File: config.mk
export PLATFORM = sky130hd
export DESIGN_NAME = mtmr_top
export DESIGN_NICKNAME = d
export VERILOG_FILES = /design/src/rtl/mtmr_pkg.sv /design/src/rtl/mtmr_rstsync.sv /design/src/rtl/mtmr_presc.sv /design/src/rtl/mtmr_count.sv /design/src/rtl/mtmr_match.sv /design/src/rtl/mtmr_top.sv
export SDC_FILE = /design/constraint.sdc
export NUM_CORES = 1
export LEC_CHECK = 0
export ABC_AREA = 1
export BUFFER_PORTS_ARGS = -buffer_cell sky130_fd_sc_hd__buf_2
export CORE_MARGIN = 2
export CORE_UTILIZATION = 25
export CTS_CLUSTER_SIZE = 20
export DETAILED_ROUTE_END_ITERATION = 6
export GPL_ROUTABILITY_DRIVEN = 0
export GPL_TIMING_DRIVEN = 0
export SETUP_SLACK_MARGIN = 0.02
export SKIP_CTS_REPAIR_TIMING = 1
export SLEW_MARGIN = 20
export SYNTH_ARGS = -nofsm -noshare
export SYNTH_HDL_FRONTEND = slang
export SYNTH_SLANG_ARGS = --single-unit
export TNS_END_PERCENT = 30
File: constraint.sdc
create_clock -name clk_i -period 28.2 [get_ports clk_i]
set_clock_uncertainty 0.1 [all_clocks]
set_input_delay 1.41 -clock clk_i [delete_from_list [all_inputs] [get_ports clk_i]]
set_output_delay 1.41 -clock clk_i [all_outputs]
set_load 0.02 [all_outputs]
File: src/rtl/mtmr_pkg.sv
package mtmr_pkg;
  localparam int OFF_CNT_LO  = 'h00;
  localparam int OFF_CNT_HI  = 'h04;
  localparam int OFF_MATCH0  = 'h08;
  localparam int OFF_STATUS  = 'h20;
  localparam int OFF_IEN     = 'h24;
  localparam int OFF_WDEN    = 'h28;
  localparam int OFF_DIV     = 'h2C;
  localparam int OFF_LATCH   = 'h30;
  localparam int OFF_LAT_LO  = 'h34;
  localparam int OFF_LAT_HI  = 'h38;

  function automatic int match_off(input int idx);
    return OFF_MATCH0 + 4 * idx;
  endfunction
endpackage

File: src/rtl/mtmr_rstsync.sv
module mtmr_rstsync (
  input  logic clk_i,
  input  logic rst_ni,
  output logic rst_no
);
  logic [1:0] sync_q;

  always_ff @(posedge clk_i or negedge rst_ni) begin
    if (!rst_ni) sync_q <= 2'b00;
    else         sync_q <= {sync_q[0], 1'b1};
  end

  assign rst_no = sync_q[1];
endmodule

File: src/rtl/mtmr_presc.sv
module mtmr_presc #(
  parameter int DIV_W = 16
) (
  input  logic             clk_i,
  input  logic             rst_ni,
  input  logic [DIV_W-1:0] div_i,
  input  logic             restart_i,
  output logic             tick_o
);
  localparam int PC_W = DIV_W + 1;

  logic [PC_W-1:0] pcnt_q, pcnt_d;
  logic [PC_W-1:0] limit;
  logic            at_limit;

  // one tick every 2*(div+1) cycles: count 0 .. 2*div+1
  assign limit    = {div_i, 1'b1};
  assign at_limit = (pcnt_q == limit);
  assign tick_o   = at_limit & ~restart_i;

  always_comb begin
    pcnt_d = pcnt_q + PC_W'(1);
    if (restart_i || at_limit) pcnt_d = '0;
  end

  always_ff @(posedge clk_i or negedge rst_ni) begin
    if (!rst_ni) pcnt_q <= '0;
    else         pcnt_q <= pcnt_d;
  end
endmodule

File: src/rtl/mtmr_count.sv
module mtmr_count #(
  parameter int WORD_W = 32
) (
  input  logic                clk_i,
  input  logic                rst_ni,
  input  logic                tick_i,
  input  logic                wr_lo_i,
  input  logic                wr_hi_i,
  input  logic [WORD_W-1:0]   wdata_i,
  output logic [2*WORD_W-1:0] cnt_o
);
  localparam int CNT_W = 2 * WORD_W;

  logic [CNT_W-1:0] cnt_q, cnt_d;
  logic             cnt_en;

  assign cnt_en = tick_i | wr_lo_i | wr_hi_i;

  always_comb begin
    cnt_d = cnt_q;
    if (wr_lo_i || wr_hi_i) begin
      if (wr_lo_i) cnt_d[WORD_W-1:0]     = wdata_i;
      if (wr_hi_i) cnt_d[CNT_W-1:WORD_W] = wdata_i;
    end else if (tick_i) begin
      cnt_d = cnt_q + CNT_W'(1);
    end
  end

  always_ff @(posedge clk_i or negedge rst_ni) begin
    if (!rst_ni)     cnt_q <= '0;
    else if (cnt_en) cnt_q <= cnt_d;
  end

  assign cnt_o = cnt_q;
endmodule

File: src/rtl/mtmr_match.sv
module mtmr_match #(
  parameter int NCH    = 6,
  parameter int WORD_W = 32
) (
  input  logic                         tick_i,
  input  logic [WORD_W-1:0]            cnt_lo_i,
  input  logic [NCH-1:0][WORD_W-1:0]   cmp_i,
  output logic [NCH-1:0]               hit_o
);
  logic [WORD_W-1:0] lo_next;

  // compare against the value the low word takes at this tick
  assign lo_next = cnt_lo_i + WORD_W'(1);

  for (genvar n = 0; n < NCH; n++) begin : g_ch
    assign hit_o[n] = tick_i & (lo_next == cmp_i[n]);
  end
endmodule

File: src/rtl/mtmr_top.sv
module mtmr_top #(
  parameter int ADDR_W = 8,
  parameter int NCH    = 6,
  parameter int DIV_W  = 16
) (
  input  logic              clk_i,
  input  logic              rst_ni,
  input  logic              bus_we_i,
  input  logic [ADDR_W-1:0] bus_addr_i,
  input  logic [31:0]       bus_wdata_i,
  output logic [31:0]       bus_rdata_o,
  output logic              irq_o,
  output logic              wdog_rst_o
);
  import mtmr_pkg::*;

  localparam int WORD_W  = 32;
  localparam int CNT_W   = 2 * WORD_W;
  localparam int WDOG_CH = NCH - 1;

  localparam logic [ADDR_W-1:0] A_CNT_LO = ADDR_W'(OFF_CNT_LO);
  localparam logic [ADDR_W-1:0] A_CNT_HI = ADDR_W'(OFF_CNT_HI);
  localparam logic [ADDR_W-1:0] A_STATUS = ADDR_W'(OFF_STATUS);
  localparam logic [ADDR_W-1:0] A_IEN    = ADDR_W'(OFF_IEN);
  localparam logic [ADDR_W-1:0] A_WDEN   = ADDR_W'(OFF_WDEN);
  localparam logic [ADDR_W-1:0] A_DIV    = ADDR_W'(OFF_DIV);
  localparam logic [ADDR_W-1:0] A_LATCH  = ADDR_W'(OFF_LATCH);
  localparam logic [ADDR_W-1:0] A_LAT_LO = ADDR_W'(OFF_LAT_LO);
  localparam logic [ADDR_W-1:0] A_LAT_HI = ADDR_W'(OFF_LAT_HI);

  logic rst_n;

  logic wr_cnt_lo, wr_cnt_hi, wr_status, wr_ien, wr_wden, wr_div, wr_latch;
  logic [NCH-1:0] wr_match;

  logic [NCH-1:0][WORD_W-1:0] match_q, match_d;
  logic [NCH-1:0]             status_q, status_d;
  logic [NCH-1:0]             ien_q, ien_d;
  logic                       wden_q, wden_d;
  logic [DIV_W-1:0]           div_q, div_d;
  logic [CNT_W-1:0]           lat_q, lat_d;
  logic                       wdog_q, wdog_d;

  logic [CNT_W-1:0] cnt_q;
  logic             tick;
  logic             presc_restart;
  logic [NCH-1:0]   hit;
  logic [NCH-1:0]   clr_mask;

  mtmr_rstsync u_rstsync (
    .clk_i  (clk_i),
    .rst_ni (rst_ni),
    .rst_no (rst_n)
  );

  // write decode
  always_comb begin
    wr_cnt_lo = bus_we_i && (bus_addr_i == A_CNT_LO);
    wr_cnt_hi = bus_we_i && (bus_addr_i == A_CNT_HI);
    wr_status = bus_we_i && (bus_addr_i == A_STATUS);
    wr_ien    = bus_we_i && (bus_addr_i == A_IEN);
    wr_wden   = bus_we_i && (bus_addr_i == A_WDEN);
    wr_div    = bus_we_i && (bus_addr_i == A_DIV);
    wr_latch  = bus_we_i && (bus_addr_i == A_LATCH);
    for (int n = 0; n < NCH; n++) begin
      wr_match[n] = bus_we_i && (bus_addr_i == ADDR_W'(match_off(n)));
    end
  end

  assign presc_restart = wr_div | wr_cnt_lo | wr_cnt_hi;

  mtmr_presc #(.DIV_W(DIV_W)) u_presc (
    .clk_i     (clk_i),
    .rst_ni    (rst_n),
    .div_i     (div_q),
    .restart_i (presc_restart),
    .tick_o    (tick)
  );

  mtmr_count #(.WORD_W(WORD_W)) u_count (
    .clk_i   (clk_i),
    .rst_ni  (rst_n),
    .tick_i  (tick),
    .wr_lo_i (wr_cnt_lo),
    .wr_hi_i (wr_cnt_hi),
    .wdata_i (bus_wdata_i),
    .cnt_o   (cnt_q)
  );

  mtmr_match #(.NCH(NCH), .WORD_W(WORD_W)) u_match (
    .tick_i   (tick),
    .cnt_lo_i (cnt_q[WORD_W-1:0]),
    .cmp_i    (match_q),
    .hit_o    (hit)
  );

  // next-state for the register file
  always_comb begin
    for (int n = 0; n < NCH; n++) begin
      match_d[n] = wr_match[n] ? bus_wdata_i : match_q[n];
    end
    clr_mask = wr_status ? bus_wdata_i[NCH-1:0] : '0;
    status_d = (status_q & ~clr_mask) | hit;
    ien_d    = wr_ien  ? bus_wdata_i[NCH-1:0] : ien_q;
    wden_d   = wr_wden ? bus_wdata_i[0]       : wden_q;
    div_d    = wr_div  ? bus_wdata_i[DIV_W-1:0] : div_q;
    lat_d    = (wr_latch && bus_wdata_i[0]) ? cnt_q : lat_q;
    wdog_d   = hit[WDOG_CH] & wden_q;
  end

  always_ff @(posedge clk_i or negedge rst_n) begin
    if (!rst_n) begin
      match_q  <= '0;
      status_q <= '0;
      ien_q    <= '0;
      wden_q   <= 1'b0;
      div_q    <= '0;
      lat_q    <= '0;
      wdog_q   <= 1'b0;
    end else begin
      match_q  <= match_d;
      status_q <= status_d;
      ien_q    <= ien_d;
      wden_q   <= wden_d;
      div_q    <= div_d;
      lat_q    <= lat_d;
      wdog_q   <= wdog_d;
    end
  end

  // read mux
  always_comb begin
    bus_rdata_o = '0;
    case (bus_addr_i)
      A_CNT_LO: bus_rdata_o = cnt_q[WORD_W-1:0];
      A_CNT_HI: bus_rdata_o = cnt_q[CNT_W-1:WORD_W];
      A_STATUS: bus_rdata_o[NCH-1:0] = status_q;
      A_IEN:    bus_rdata_o[NCH-1:0] = ien_q;
      A_WDEN:   bus_rdata_o[0] = wden_q;
      A_DIV:    bus_rdata_o[DIV_W-1:0] = div_q;
      A_LAT_LO: bus_rdata_o = lat_q[WORD_W-1:0];
      A_LAT_HI: bus_rdata_o = lat_q[CNT_W-1:WORD_W];
      default: begin
        for (int n = 0; n < NCH; n++) begin
          if (bus_addr_i == ADDR_W'(match_off(n))) bus_rdata_o = match_q[n];
        end
      end
    endcase
  end

  assign irq_o      = |(status_q & ien_q);
  assign wdog_rst_o = wdog_q;
endmodule

==> reports/results.ini, run 1 <==
[die]
initial_core_util_pct=25.11
io_pins=77
core_area_sq_um=86480
die_y_um=298.8
die_area_sq_um=89250
rows=108
die_width_um=298.8

[power_and_ir_drop]
p_per_area_nw_per_um2=76.75
ir_drop_uv=43.04
power_leakage_uw=0.01158

[grt]
grt_antenna_before_repair=1
grt_util_all_layers_pct=19.61
gr-total-overflow=0
grt_pass1_vias=20360
grt_pass1_wl_mm=131.6
grt_max_degree=56

[critical_path]
crit_path_end_kind=output pin
start_kind=input pin
crit_buf_inv=3
cp_slowest_stage_delay_ns=1.01
crit_required_ns=26.69
crit_type=in -> out
cp_data_arrival_time_ns=4.64
crit_path_cell_trace=buf_2, nor2_1, nand3_1, nor2_1, inv_1, o221ai_1, a221oi_1, o211ai_1, buf_2
cpLargestDelayFamily=simple AND/OR/NAND/NOR gates
path_max_fanout=9
cp_slowest_cell=nor2_1

[clocking]
htreeDepth=2
clock_latency_ns=0.61
clk_pin_slew_worst_paths_ns=0.06
cts_sinks=369
cts_root_buf=clkbuf_16
clk_path_buf_depth=3
cts_buffers=44
cts_tree=built

[routing]
wl_per_cell_um=20.50
num_vias=22120
postRouteAntennaNets=0
via_per_inst=5.072
dr.pass1.iters=6
finalWirelength_mm=89.43
drt_iter0_drc=2720
drc=0

[yosys]
synth-edff-count=0
synth_area_sq_um=21720
synth_warnings=0
ys_seq_area_share_pct=42.51
ys_types=44
synthArstFlopShare_pct=100.0
syn-mean-instance-area_sq_um=7.140
postSynth.topFlopCell=dfrtp_1
ys_seq_elements=369
synthesis.nets=3087
syn_inst=3042

[place]
dp_cells=4279
place_area_sq_um=23730
place_ws_ns=22.23
io_buffers=75
dp_hpwl_mm=71.47

[sta]
rsz0062_at_grt=false
worst_slack_ns=22.05
worstMarginPinSlew_ns=1.288
fin_crit_ns=6.154
relSlewSlack_pct=13.85
setup_violations=0
finalHoldViolations=0
fmax_mhz=162.5
finalCritPeriodShare_pct=21.82
drv_slew=0
finalSetupTns_ns=0

[final_layout]
final_core_util_pct=29.21
area_growth_pct=16.32
fin_cells=4362
drive_gt1_share_pct=8.300
final_common_cell=nand2_1
num-nets-final=3215
fin_area_sq_um=25260
final_cell_mix=997 x nand2_1, 374 x o21ai_0, 368 x dfrtp_1

[flow_run]
drv_cap=0

[min_path]
min_path_type=reg -> async

[run_status]
outcome=finished, final reports clean

Yosys cell counts, drive strengths merged (2+ instances only):
cell type | number | area share [%]
a211oi | 11 | 0.38
a21oi | 30 | 0.69
a221oi | 42 | 1.7
a22oi | 3 | 0.10
a31oi | 30 | 0.86
buf | 19 | 0.45
clkbuf | 89 | 1.5
clkinv | 2 | 0.040
dfrtp | 369 | 43
ha | 2 | 0.12
inv | 321 | 5.6
nand2 | 1038 | 19
nand3 | 148 | 3.6
nand3b | 16 | 0.55
nand4 | 37 | 1.1
nor2 | 266 | 5.2
nor3 | 35 | 0.85
nor4 | 3 | 0.086
o2111ai | 5 | 0.20
o211ai | 24 | 0.83
o21ai | 381 | 8.8
o221ai | 16 | 0.65
o22ai | 47 | 1.4
or2 | 5 | 0.14
xnor2 | 21 | 0.85
xor2 | 79 | 3.2
cells by family (layout without fill, tap and decap cells):
kind of cell,Yosys count,after routing,share of synthesized area [%]
compound gates,589,589,15.61
xor+xnor,100,100,4.032
fa+ha+maj,2,2,0.1152
buf+inv,431,594,7.587
flops,369,369,42.51
other cells,1,3,0.01727
simple gates,1550,1550,30.12
through the flow:
step           hold WS (ns)  power (uW)
3_3_place_gp         0.2344        1300
3_5_place_dp         0.2110        1310
5_1_grt              0.2422        2039
2_1_floorplan        0.2312        1102
6_report             0.2011        1939
4_1_cts              0.2156        1925
path summary, 6_finish.rpt:
check                               startpoint             endpoint  slack (ns)  cells after the start
max in group asynchronous  u_rstsync.sync_q[1]            lat_q[57]       26.80                      2
min in group clk_i         u_rstsync.sync_q[0]  u_rstsync.sync_q[1]        0.25                      0
setup / recovery                 bus_addr_i[7]      bus_rdata_o[12]       22.05                      9
hold reg to reg            u_rstsync.sync_q[1]          match_q[65]        0.20                      0
hold / removal             u_rstsync.sync_q[1]          match_q[65]        0.20                      0
setup reg to reg             u_presc.pcnt_q[5]     u_count.cnt_o[3]       24.87                      9
layout make-up:
type	instances	area [sq um]
clock inverter	27	351.6
sequential	369	9238
multi-input combinational	2242	10840
antenna	2	5.005
clock buffer	54	1179
timing repair buffer	82	560.5
tap	1155	1445
inverter	323	1216
buffer	108	431.7
fill	9540	61220
power breakdown:
part / switching (uW) / internal (uW) / total [uW]
sequential: 77.9 / 592 / 670
clock: 251 / 364 / 615
combinational: 459 / 195 / 654
total: 787 / 1150 / 1940
sequential cells by signal (all words and copies together), names as in the netlist:
register,cells
u_presc.pcnt_q,17
status_q,6
ien_q,6
lat_q,64
wden_q,1
u_rstsync.sync_q,2
div_q,16
u_count.cnt_o,64
wdog_rst_o,1
match_q,192
routing by layer:
| layer | GRT usage (%) | wire length [um] | vias to the layer above |
|---|---|---|---|
| met1 | 25.94 | 36530 | 10550 |
| met5 | 0 | 0 | - |
| met4 | 9.833 | 4906 | 0 |
| li1 | - | - | 10210 |
| met2 | 30.85 | 39710 | 1150 |
| met3 | 3.402 | 8277 | 214 |
(Power assumes the default switching activity.)
==> inputs of run 2 (changes only) <==
- clock period: 28.2 -> 6.4 ns (I/O delays scaled with it)
==> run 2 against run 1 <==
  * Sequential share of layout area is 0.081 points lower
  * Cell area is 0.22% higher
  * Largest cell class unchanged
  * Via count is 0.62% lower
  * First-iteration DRC count is 5.3% lower
  * Count of clock-buffer cells in the layout is 11 higher
  * Setup slack worse by 20 ns
  * Total power grew to 4.4 times the previous value
  * Cell count is 0.23% higher
  * Critical path type unchanged
  * Critical path depth is 1 higher
  * Non-clock buffer count is 11 higher
==> reports/results.ini, run 2 (same netlist as run 1, synthesis figures left out) <==
[final_layout]
drive_gt1_share_pct=8.175  ; was 8.300%
final_common_cell=nand2_1  ; unchanged
num-nets-final=3226  ; was 3215
final_cell_mix=997 x nand2_1, 374 x o21ai_0, 368 x dfrtp_1  ; unchanged
antennaDiodeCount=0  ; was 2
area_growth_pct=16.58  ; was 16.32%
largest_register_ffs=192  ; unchanged
fillCellCount=9613  ; was 9540
top_register=match_q  ; unchanged

[sta]
drv_slew=0  ; unchanged
finalHoldViolations=0  ; unchanged
finalSetupTns_ns=0  ; unchanged
hold_ws_ns=0.01301  ; was 0.2011 ns
relSlewSlack_pct=35.11  ; was 13.85%
fin_crit_ns=3.860
setup_violations=0  ; unchanged
rsz0062_at_grt=false  ; unchanged
finalCritPeriodShare_pct=60.31
worstMarginPinSlew_ns=0.9734  ; was 1.288 ns
fmax_mhz=259.1
worst_slack_ns=2.540  ; was 22.05 ns

[clocking]
cts_sinks=369  ; unchanged
clk_path_buf_depth=3  ; unchanged
clock_latency_ns=0.62  ; was 0.61 ns
cts_buffers=44  ; unchanged
htreeDepth=2  ; unchanged
clk_pin_slew_worst_paths_ns=0.06  ; about the same
cts_root_buf=clkbuf_16  ; unchanged
cts_tree=built  ; unchanged

[routing]
dr.pass1.iters=6  ; unchanged
num_vias=21980  ; was 22120
drc=0  ; unchanged
wl_per_cell_um=20.51  ; was 20.50 um
finalWirelength_mm=89.69  ; was 89.43 mm
postRouteAntennaNets=0  ; unchanged
drt_iter0_drc=2576  ; was 2720
via_per_inst=5.028  ; was 5.072

[power_and_ir_drop]
seqPwrFrac_pct=34.9  ; was 34.6%
pwr-share-clk_pct=30.8  ; was 31.7%
cellInternalPower_uw=4991  ; was 1152 uW
pwr-share-comb_pct=34.2  ; was 33.7%
power_leakage_uw=0.01161  ; was 0.01158 uW
swShare_pct=40.90  ; was 40.61%
p_per_area_nw_per_um2=333.5  ; was 76.75 nW/um^2
ir_drop_uv=190.1  ; was 43.04 uV
p_sw_uw=3454  ; was 787.5 uW
total_power_uw=8445  ; was 1939 uW

[critical_path]
path_max_fanout=10  ; was 9
crit_start=bus_addr_i[3]  ; was bus_addr_i[7]
crit_path_end_kind=output pin  ; unchanged
start_kind=input pin  ; unchanged
cp_data_arrival_time_ns=3.44  ; was 4.64 ns
r2r_start=u_presc.pcnt_q[5]  ; unchanged
crit_type=in -> out  ; unchanged
crit_required_ns=5.98  ; was 26.69 ns

[min_path]
hold_start=bus_wdata_i[11]
min_path_type=in -> reg  ; was reg -> async

[die]
die_area_sq_um=89250  ; unchanged
initial_core_util_pct=25.11  ; unchanged
core_area_sq_um=86480  ; unchanged
die_width_um=298.8  ; unchanged
io_pins=77  ; unchanged
die_y_um=298.8  ; unchanged
rows=108  ; unchanged

[grt]
grt_pass1_vias=20330  ; was 20360
gr-total-overflow=0  ; unchanged
grt_max_degree=57  ; was 56
grt_pass1_wl_mm=131.7  ; was 131.6 mm
grt_antenna_before_repair=3  ; was 1
grt_util_all_layers_pct=19.65  ; was 19.61%

[place]
dp_hpwl_mm=71.99  ; was 71.47 mm
io_buffers=75  ; unchanged
place_ws_ns=2.619  ; was 22.23 ns

[run_status]
outcome=finished, final reports clean  ; unchanged

[flow_run]
drv_cap=0  ; unchanged

==> run 2: changes by cell type in the layout (fill, tap and decap cells not counted), moves of 2 or more <==
cell / change
clkinvlp_4: -2
clkbuf_8: +4
dlygate4sd3_1: +10
diode_2: -2
clkbuf_1: +6
clkinv_2: -3
bufinv_16: -4
buf_12: +2
==> run 2: cell type report <==
class	count	area, sq um	area share, %
Multi-Input combinational cell	2242	10840	42.81
Sequential cell	369	9238	36.48
Tap cell	1155	1445	5.707
Clock buffer	65	1281	5.060
Inverter	323	1216	4.803
Timing Repair Buffer	93	673.1	2.659
Buffer	108	431.7	1.705
Clock inverter	17	195.2	0.7709
==> run 2: stage by stage <==
step,instances,utilization [%],instance area (sq um)
2_1_floorplan,3042,-,21720
3_3_place_gp,4272,27.22,23540
3_5_place_dp,4280,27.45,23740
4_1_cts,4362,29.16,25220
5_1_grt,4372,29.28,25320
6_report,4372,29.28,25320
==> run 2: final timing paths <==
kind,to,slack (ns),depth (start not counted)
max in group asynchronous,lat_q[29],4.81,3
hold / removal,u_count.cnt_o[43],0.01,3
min in group asynchronous,match_q[4],0.15,0
setup reg to reg,u_count.cnt_o[0],3.09,9
setup / recovery,bus_rdata_o[16],2.54,10
hold reg to reg,match_q[4],0.15,0
==> run 2: per-layer routing <==
metal,GRT usage (%),vias to the layer above,part of all wire [%]
met4,9.762,4,5.6
met1,26.02,10530,42
li1,-,10200,-
met2,30.70,1009,44
met5,0,-,0.026
met3,3.744,236,8.4
==> run 2: power groups by stage <==
| stage | Combinational, uW | Sequential (uW) | Clock (uW) |
|---|---|---|---|
| after global placement | 2720 | 3010 | 0 |
| after detailed placement | 2810 | 2970 | 0 |
| after CTS | 2820 | 2940 | 2620 |
| after global routing | 3170 | 2980 | 2720 |
| after floorplan | 1950 | 2910 | 0 |
| final | 2890 | 2950 | 2600 |
==> run 2: critical path, stage by stage <==
cell	delay (ns)
buf_2	0.10
inv_1	0.05
nand2_1	0.05
nor2_1	0.12
nand2_1	0.38
clkbuf_1	0.70
o22ai_1	0.16
a221oi_1	0.70
o2111ai_1	0.52
buf_2	0.31
